--- config.mk ---
export PLATFORM = sky130hd
export DESIGN_NAME = tick_irq_gen
export DESIGN_NICKNAME = d
export VERILOG_FILES = /design/src/rtl/tick_irq_pkg.sv /design/src/rtl/tick_irq_ctrl.sv /design/src/rtl/tick_irq_dpath.sv /design/src/rtl/tick_irq_gen.sv
export SDC_FILE = /design/constraint.sdc
export NUM_CORES = 1
export LEC_CHECK = 0
export BUFFER_PORTS_ARGS = -buffer_cell sky130_fd_sc_hd__buf_2
export CAP_MARGIN = 10
export CORE_MARGIN = 2
export CORE_UTILIZATION = 54
export CTS_CLUSTER_SIZE = 20
export DETAILED_ROUTE_END_ITERATION = 7
export GPL_TIMING_DRIVEN = 0
export HOLD_SLACK_MARGIN = 0.08
export PLACE_DENSITY = 0.77
export SYNTH_ARGS = -nofsm -noshare
export SYNTH_HDL_FRONTEND = slang
export SYNTH_SLANG_ARGS = --single-unit
--- constraint.sdc ---
create_clock -name clk -period 3.2 [get_ports clk]
set_clock_uncertainty 0.15 [all_clocks]
set_input_delay 0.8 -clock clk [delete_from_list [all_inputs] [get_ports clk]]
set_output_delay 0.8 -clock clk [all_outputs]
set_load 0.01 [all_outputs]
--- src/rtl/tick_irq_pkg.sv ---
package tick_irq_pkg;

  localparam int RATE_W    = 3;
  localparam int NUM_RATES = 1 << RATE_W;
  localparam int REG_W     = 8;
  localparam int EN_BIT    = 7;
  localparam int FLAG_BIT  = 7;

  typedef enum logic {
    SEL_CTRL  = 1'b0,
    SEL_EVENT = 1'b1
  } reg_sel_e;

  // control -> datapath strobes and levels
  typedef struct packed {
    logic              restart;    // control write this cycle
    logic              flagClear;  // write-1 to event flag this cycle
    logic [RATE_W-1:0] rate;       // current rate code
    logic              enable;     // interrupt enable
  } tick_strobe_t;

endpackage

--- src/rtl/tick_irq_ctrl.sv ---
module tick_irq_ctrl
  import tick_irq_pkg::*;
(
  input  logic               clk,
  input  logic               rstN,
  input  logic               regWrEn,
  input  logic               regSel,
  input  logic [REG_W-1:0]   regWrData,
  input  logic               flagIn,
  output tick_strobe_t       strb,
  output logic [REG_W-1:0]   regRdData
);

  logic              enQ;
  logic [RATE_W-1:0] rateQ;
  logic              ctrlWr;
  logic              eventWr;
  logic              unusedWrBits;

  assign ctrlWr       = regWrEn && (reg_sel_e'(regSel) == SEL_CTRL);
  assign eventWr      = regWrEn && (reg_sel_e'(regSel) == SEL_EVENT);
  assign unusedWrBits = ^regWrData[EN_BIT-1:RATE_W];

  always_ff @(posedge clk or negedge rstN) begin
    if (!rstN) begin
      enQ   <= 1'b0;
      rateQ <= '0;
    end else if (ctrlWr) begin
      enQ   <= regWrData[EN_BIT];
      rateQ <= regWrData[RATE_W-1:0];
    end
  end

  always_comb begin
    strb.restart   = ctrlWr;
    strb.flagClear = eventWr && regWrData[FLAG_BIT];
    strb.rate      = rateQ;
    strb.enable    = enQ;
  end

  always_comb begin
    regRdData = '0;
    if (reg_sel_e'(regSel) == SEL_CTRL) begin
      regRdData[EN_BIT]       = enQ;
      regRdData[RATE_W-1:0]   = rateQ;
    end else begin
      regRdData[FLAG_BIT]     = flagIn;
    end
  end

endmodule

--- src/rtl/tick_irq_dpath.sv ---
module tick_irq_dpath
  import tick_irq_pkg::*;
#(
  parameter int BASE_SHIFT = 12,
  localparam int CNT_W     = BASE_SHIFT + NUM_RATES - 1
) (
  input  logic             clk,
  input  logic             rstN,
  input  tick_strobe_t     strb,
  output logic             periodTick,
  output logic             flagQ,
  output logic [CNT_W-1:0] divCount
);

  logic [NUM_RATES-1:0] termVec;
  logic                 running;

  // terminal detect per rate: low BASE_SHIFT+r bits all ones
  assign termVec[0] = 1'b0;
  for (genvar r = 1; r < NUM_RATES; r++) begin : g_term
    assign termVec[r] = &divCount[BASE_SHIFT+r-1:0];
  end

  assign running    = (strb.rate != '0);
  assign periodTick = running && termVec[strb.rate] && !strb.restart;

  always_ff @(posedge clk or negedge rstN) begin
    if (!rstN) begin
      divCount <= '0;
    end else if (strb.restart || !running || periodTick) begin
      divCount <= '0;
    end else begin
      divCount <= divCount + 1'b1;
    end
  end

  // set wins over clear
  always_ff @(posedge clk or negedge rstN) begin
    if (!rstN) begin
      flagQ <= 1'b0;
    end else if (periodTick) begin
      flagQ <= 1'b1;
    end else if (strb.flagClear) begin
      flagQ <= 1'b0;
    end
  end

endmodule

--- src/rtl/tick_irq_gen.sv ---
module tick_irq_gen
  import tick_irq_pkg::*;
#(
  parameter int BASE_SHIFT = 12
) (
  input  logic             clk,
  input  logic             rstN,
  input  logic             regWrEn,
  input  logic             regSel,
  input  logic [REG_W-1:0] regWrData,
  output logic [REG_W-1:0] regRdData,
  output logic             irqReq
);

  localparam int CNT_W = BASE_SHIFT + NUM_RATES - 1;

  tick_strobe_t     strb;
  logic             periodTick;
  logic             flagQ;
  logic [CNT_W-1:0] divCount;

  tick_irq_ctrl ctrl_i (
    .clk       (clk),
    .rstN      (rstN),
    .regWrEn   (regWrEn),
    .regSel    (regSel),
    .regWrData (regWrData),
    .flagIn    (flagQ),
    .strb      (strb),
    .regRdData (regRdData)
  );

  tick_irq_dpath #(.BASE_SHIFT(BASE_SHIFT)) dpath_i (
    .clk        (clk),
    .rstN       (rstN),
    .strb       (strb),
    .periodTick (periodTick),
    .flagQ      (flagQ),
    .divCount   (divCount)
  );

  assign irqReq = flagQ & strb.enable;

endmodule

==> flow_summary.toml, run 1 <==
[outcome]
status = "complete, no violations"

[detailed_routing]
vias = 886
firstDrtPassIters = 3
drc = 0
final_antenna_net_count = 0
routed_wl_um = 2170
vias_per_cell = 5.12
drt_iter0_drc = 4
wl_per_cell_um = 12.6

[clock_tree]
clk_latency_ns = 0.32
clock-sinks = 24
post_cts_buffers = 0
htreeDepth = 1
cts_hold_buf = 0
ctsLongestPathBuffers = 2
path_clk_slew_ns = 0.13
numCtsBuffers = 3
cts_tree = "yes"
clockRootBuffer = "clkbuf_4"
post_cts_resized = 0

[power_and_ir_drop]
ir_drop_mv = 0.310
sw_frac_of_total = 0.270
seq_power_share = 0.509
power_switching_uw = 191
p_per_area_nw_per_um2 = 498
pwr-share-clk = 0.312
p_comb_frac = 0.179
p_int_uw = 517
p_leak_uw = 0.000672

[yosys]
ys.flop_type = "dfrtp_1"
synth_top_area_frac = 0.476
syn_area_um2 = 1260
synth_edf_count = 0
async_reset_ff_frac = 1.00
synth_area_leader_cell = "dfrtp_1"
syn_area_per_cell_um2 = 10.0
synth.distinct_cells = 29
ys_ff_latch = 24
yosysWarnings = 0
synthCells = 126
seq_area_frac_synth = 0.476
synthTopCellsByArea = "dfrtp_1 (48%), nor2_1 (7.7%), xnor2_1 (6.9%), mux2_2 (4.5%), xor2_1 (4.2%)"

[placement]
numPortBuffers = 12
place_inst = 169
gp_congestion = 0.761
dp_hpwl_um = 1660

[layout]
final_util = 0.643
final_cell_mix = "nor2_1 (26), dfrtp_1 (24), buf_2 (12)"
n_antenna_cell = 0
nFillCells = 187
final_nets = 160
layout_commonest_cell = "nor2_1"
regArea_um2 = 601
area_growth_pct = 12.6
multiInputGateArea_um2 = 609
drive_gt1_frac = 0.228
fin_cells = 173

[die]
core_um2 = 2210
start_util = 0.571
dieArea_um2 = 2740
die_h_um = 52.4
die_x_um = 52.4
rows = 17
io_pins = 21

[sta]
tightest_slew_ns = 0.515
rsz0062_at_grt = "false"
clock.fmax_mhz = 391
setup_violations = 0
slew_headroom = 0.656
hold_viol = 0
finalCriticalPeriod_ns = 2.56
hold_slack_ns = 0.279
timing.final.crit_share = 0.799
drv_slew = 0
tns_ns = 0

[global_route]
grt-ovfl-total = 0
antenna_found_initial = 0
grt_usage = 0.200
grt_pass1_wl_um = 3910
grt_max_degree = 25
grt_pass1_vias = 910

[worst_setup_path]
r2r-start = "dpath_i.divCount[0]"
crit_arrival_ns = 2.63
crit_required_ns = 3.27
crit_type = "register to register"
worstPathMaxFanout = 10
cp-startpoint = "dpath_i.divCount[0]"
cp-start-kind = "register"
worst_r2r_path_depth = 10
critPathCaptureType = "register"

[job]
cap_violations = 0

[min_path]
min_path_type = "input port to asynchronous set/reset pin"
cells in the mapped netlist, types with 2 or more instances:
| cell type | number |
|---|---|
| a21oi_1 | 2 |
| nor2b_1 | 7 |
| ha_1 | 2 |
| mux2_2 | 5 |
| nand3_1 | 6 |
| xor2_1 | 6 |
| nor2_1 | 26 |
| nand2b_1 | 2 |
| o21ai_0 | 2 |
| nand2_1 | 6 |
| nand4_2 | 2 |
| buf_4 | 4 |
| inv_1 | 5 |
| nor3_1 | 2 |
| nand4_1 | 3 |
| xnor2_1 | 10 |
| dfrtp_1 | 24 |
critical path, stage by stage, from the launching register on:
cell	delay (ns)
dfrtp_1	0.42
ha_1	0.20
nand3_1	0.22
nor3_4	0.31
and2_2	0.20
ha_1	0.14
o21a_1	0.14
a32oi_2	0.08
o21ai_4	0.33
buf_6	0.19
nor2_1	0.06
layout make-up:
cell class,instances,share of cell area
sequential,24,0.423
multi-input combinational,94,0.429
timing repair buffer,12,0.0423
clock inverter,1,0.0211
buffer,6,0.0317
inverter,5,0.0132
tap,28,0.0246
clock buffer,3,0.0158
routing by layer:
| metal | GRT usage | share of wire | up-vias |
|---|---|---|---|
| met3 | 0.0400 | 0.040 | 4 |
| met5 | 0 | 0 | - |
| met4 | 0.107 | 0.022 | 0 |
| met2 | 0.352 | 0.53 | 17 |
| li1 | - | - | 441 |
| met1 | 0.225 | 0.41 | 424 |
through the flow:
step	setup slack, ns	total power, µW	area (µm²)
after CTS	0.611	713	1420
after floorplan	0.993	452	1270
after global routing	0.425	744	1420
after global placement	0.721	487	1370
after detailed placement	0.635	495	1370
final	0.644	707	1420
power groups by stage:
stage	Combinational (µW)	Clock, µW	Sequential (µW)
global placement	125	0	362
detailed placement	129	0	366
CTS	129	224	360
global route	146	232	366
floorplan	95.1	0	357
finish	127	221	360
final timing paths:
kind | endpoint | slack [ns]
max | dpath_i.divCount[13] | 0.64
min | dpath_i.divCount[1] | 0.28
max reg2reg | dpath_i.divCount[13] | 0.64
min reg2reg | dpath_i.divCount[0] | 0.36
max in group asynchronous | dpath_i.divCount[4] | 2.28
min in group clk | dpath_i.divCount[0] | 0.36
logic make-up (layout without fill, tap and decap cells):
kind of cell               after synthesis  count (layout)  synth area share
AOI/OAI and AO/OA                        8               8            0.0545
xor gates and xnor gates                16              16             0.111
adders and majority gates                2               2            0.0198
buffers and inverters                   11              27            0.0505
DFF                                     24              24             0.476
muxes                                    5               5            0.0446
other                                    1               4           0.00297
and+or+nand+nor                         59              59             0.241
registers in the layout, summed over array words and instances (netlist names):
signal / cells
dpath_i.divCount: 19
ctrl_i.rateQ: 3
ctrl_i.enQ: 1
dpath_i.flagQ: 1
Power figures use the tool's default switching activity.
==> run 2, diff against run 1 <==
ABC_AREA = 1   (was default)
CORE_UTILIZATION = 55   (was 54)
PLACE_DENSITY = 0.78   (was 0.77)
clock period = 2.4 ns   (was 3.2 ns; I/O delays follow)
==> run 2 against run 1 <==
Compared with the run above: combinational power is 15% higher; clock power decreased by 2%; register-to-register slack lost 0.42 ns; non-clock buffer count down 1; design area rose by 4.3%; critical path depth up 4; largest cell class unchanged; core utilization up 1.5 points; highest routed layer unchanged; synthesized cell count grew 31%; routed wire length grew 3.6%.
==> flow_summary.toml, run 2 <==
[clock_tree]
clk_latency_ns = 0.32
clock-sinks = 24
htreeDepth = 1
cts_hold_buf = 0
post_cts_resized = 0
numCtsBuffers = 3
ctsLongestPathBuffers = 2
path_clk_slew_ns = 0.13
clockRootBuffer = "clkbuf_4"
post_cts_buffers = 0
cts_tree = "yes"

[die]
core_um2 = 2250
rows = 17
io_pins = 21
start_util = 0.592
dieArea_um2 = 2840
die_x_um = 53.3
die_h_um = 53.3

[yosys]
async_reset_ff_frac = 1.00
synthCells = 165
yosys-top-cells-count = "nand2_1 (38), nor2_1 (29), dfrtp_1 (24), inv_1 (15), nor2_2 (13)"
syn_area_um2 = 1340
ys.flop_type = "dfrtp_1"
synthTopCellsByArea = "dfrtp_1 (45%), nand2_1 (11%), nor2_1 (8.2%), nor2_2 (6.1%), xnor2_1 (4.6%)"
synth_top_area_frac = 0.450
synth_area_leader_cell = "dfrtp_1"
synth.distinct_cells = 23
synth_edf_count = 0
syn_area_per_cell_um2 = 8.09
ys_ff_latch = 24
seq_area_frac_synth = 0.450
post-synth-top-count-cell = "nand2_1"
yosysWarnings = 0

[layout]
largest_register_ffs = 19
layout_commonest_cell = "nand2_1"
area_growth_pct = 11.1
n_antenna_cell = 0
fin_cells = 212
reg.largest.list = "dpath_i.divCount (19), ctrl_i.rateQ (3)"
top_register = "dpath_i.divCount"
final_cell_mix = "nand2_1 (38), nor2_1 (29), dfrtp_1 (24)"
final_nets = 199
drive_gt1_frac = 0.207

[sta]
timing.final.crit_share = 0.909
tns_ns = 0
drv_slew = 0
setup_violations = 0
rsz0062_at_grt = "false"
clock.fmax_mhz = 459
finalCriticalPeriod_ns = 2.18
slew_headroom = 0.655
hold_viol = 0
tightest_slew_ns = 0.517

[detailed_routing]
routed_wl_um = 2250
drc = 0
drt_iter0_drc = 21
vias_per_cell = 4.96
firstDrtPassIters = 4
final_antenna_net_count = 0
wl_per_cell_um = 10.6
vias = 1051

[worst_setup_path]
critPathTopFamily = "simple AND/OR/NAND/NOR gates"
critPathCaptureType = "register"
path_buf_inv = 1
worst_r2r_path_depth = 14
critical_path.max_stage_delay_ns = 0.39
slowest_stage = "dfrtp_1"
cp-start-kind = "register"
worstPathMaxFanout = 10
crit_arrival_ns = 2.26
reg2reg_slack_ns = 0.22
r2r-end = "dpath_i.divCount[8]"
r2r-start = "dpath_i.divCount[0]"
crit_path_cell_trace = "ha_1 > nand2_1 > nor2_4 > nand2_1 > nor2_1 > ha_1 > nor2_1 > a21oi_1 > nand2_1 > nand2_2 > nand2_2 > nand2_4 > buf_12 > nor2_2"
crit_required_ns = 2.48
crit_type = "register to register"
crit_top_cell = "nand2_1"

[min_path]
min_path_type = "input port to asynchronous set/reset pin"

[power_and_ir_drop]
ir_drop_mv = 0.510
p_leak_uw = 0.000669
p_per_area_nw_per_um2 = 545

[global_route]
grt_pass1_vias = 956
antenna_found_initial = 0
grt_pass1_wl_um = 3990
grt-ovfl-total = 0
grt_max_degree = 25
grt_usage = 0.197

[placement]
gp_congestion = 0.815
numPortBuffers = 12
dp_hpwl_um = 1660
place_inst = 208

[outcome]
status = "complete, no violations"

[job]
cap_violations = 0
[run 2: changes by cell type after synthesis, sizes merged, moves of 2 or more]
cell / delta
xnor2: -3
and3: -2
nand4: -2
nor3: -2
and2: -2
nand2: +35
mux2: -5
nor2b: -7
nand2b: -2
nor2: +16
o21ai: +5
inv: +10
[run 2: worst max-delay path by stage]
stage	end	from	cells after the start	slack, ns
2_1_floorplan	dpath_i.divCount[15]	dpath_i.divCount[0]	14	0.41
3_3_place_gp	dpath_i.divCount[14]	dpath_i.divCount[0]	14	0.21
3_5_place_dp	dpath_i.divCount[15]	dpath_i.divCount[0]	14	0.18
4_1_cts	dpath_i.divCount[8]	dpath_i.divCount[0]	14	0.16
5_1_grt	dpath_i.divCount[8]	dpath_i.divCount[0]	14	0.02
6_report	dpath_i.divCount[8]	dpath_i.divCount[0]	14	0.22
[run 2: stage by stage]
step	utilization	cell area (µm²)	setup slack (ns)	hold slack (ns)	power, µW
after floorplan	-	1350	0.407	0.154	558
after global placement	0.639	1440	0.214	0.298	598
after detailed placement	0.639	1440	0.177	0.308	601
after CTS	0.655	1480	0.158	0.0948	819
after global routing	0.658	1480	0.0175	0.115	852
final	0.658	1480	0.220	0.0806	808
[run 2: cells by family after synthesis]
family	share of synthesized area
XOR/XNOR	0.0918
other	0.00281
AO/OA/AOI/OAI	0.0440
flip-flops	0.450
buffers and inverters	0.0797
adder cells (fa/ha/maj)	0.0187
AND/OR/NAND/NOR	0.313
[run 2: per-layer routing]
metal	track usage	wire length (µm)	vias up
li1	-	-	538
met4	0.103	56	0
met1	0.260	1070	483
met2	0.307	1020	25
met5	0	0	-
met3	0.0339	99	5
[run 2: area by class of cell]
cell class | instances | area (µm²)
timing repair buffer | 12 | 60.1
clock buffer | 4 | 36.3
sequential | 24 | 601
buffer | 5 | 50.0
inverter | 15 | 56.3
fill | 211 | 772
tap | 28 | 35.0
multi-input combinational | 124 | 644
[run 2: where the power goes]
part / internal (µW) / switching [µW] / total [µW]
sequential: 429 / 17.2 / 446
clock: 92.9 / 123 / 216
combinational: 57.3 / 88.5 / 146
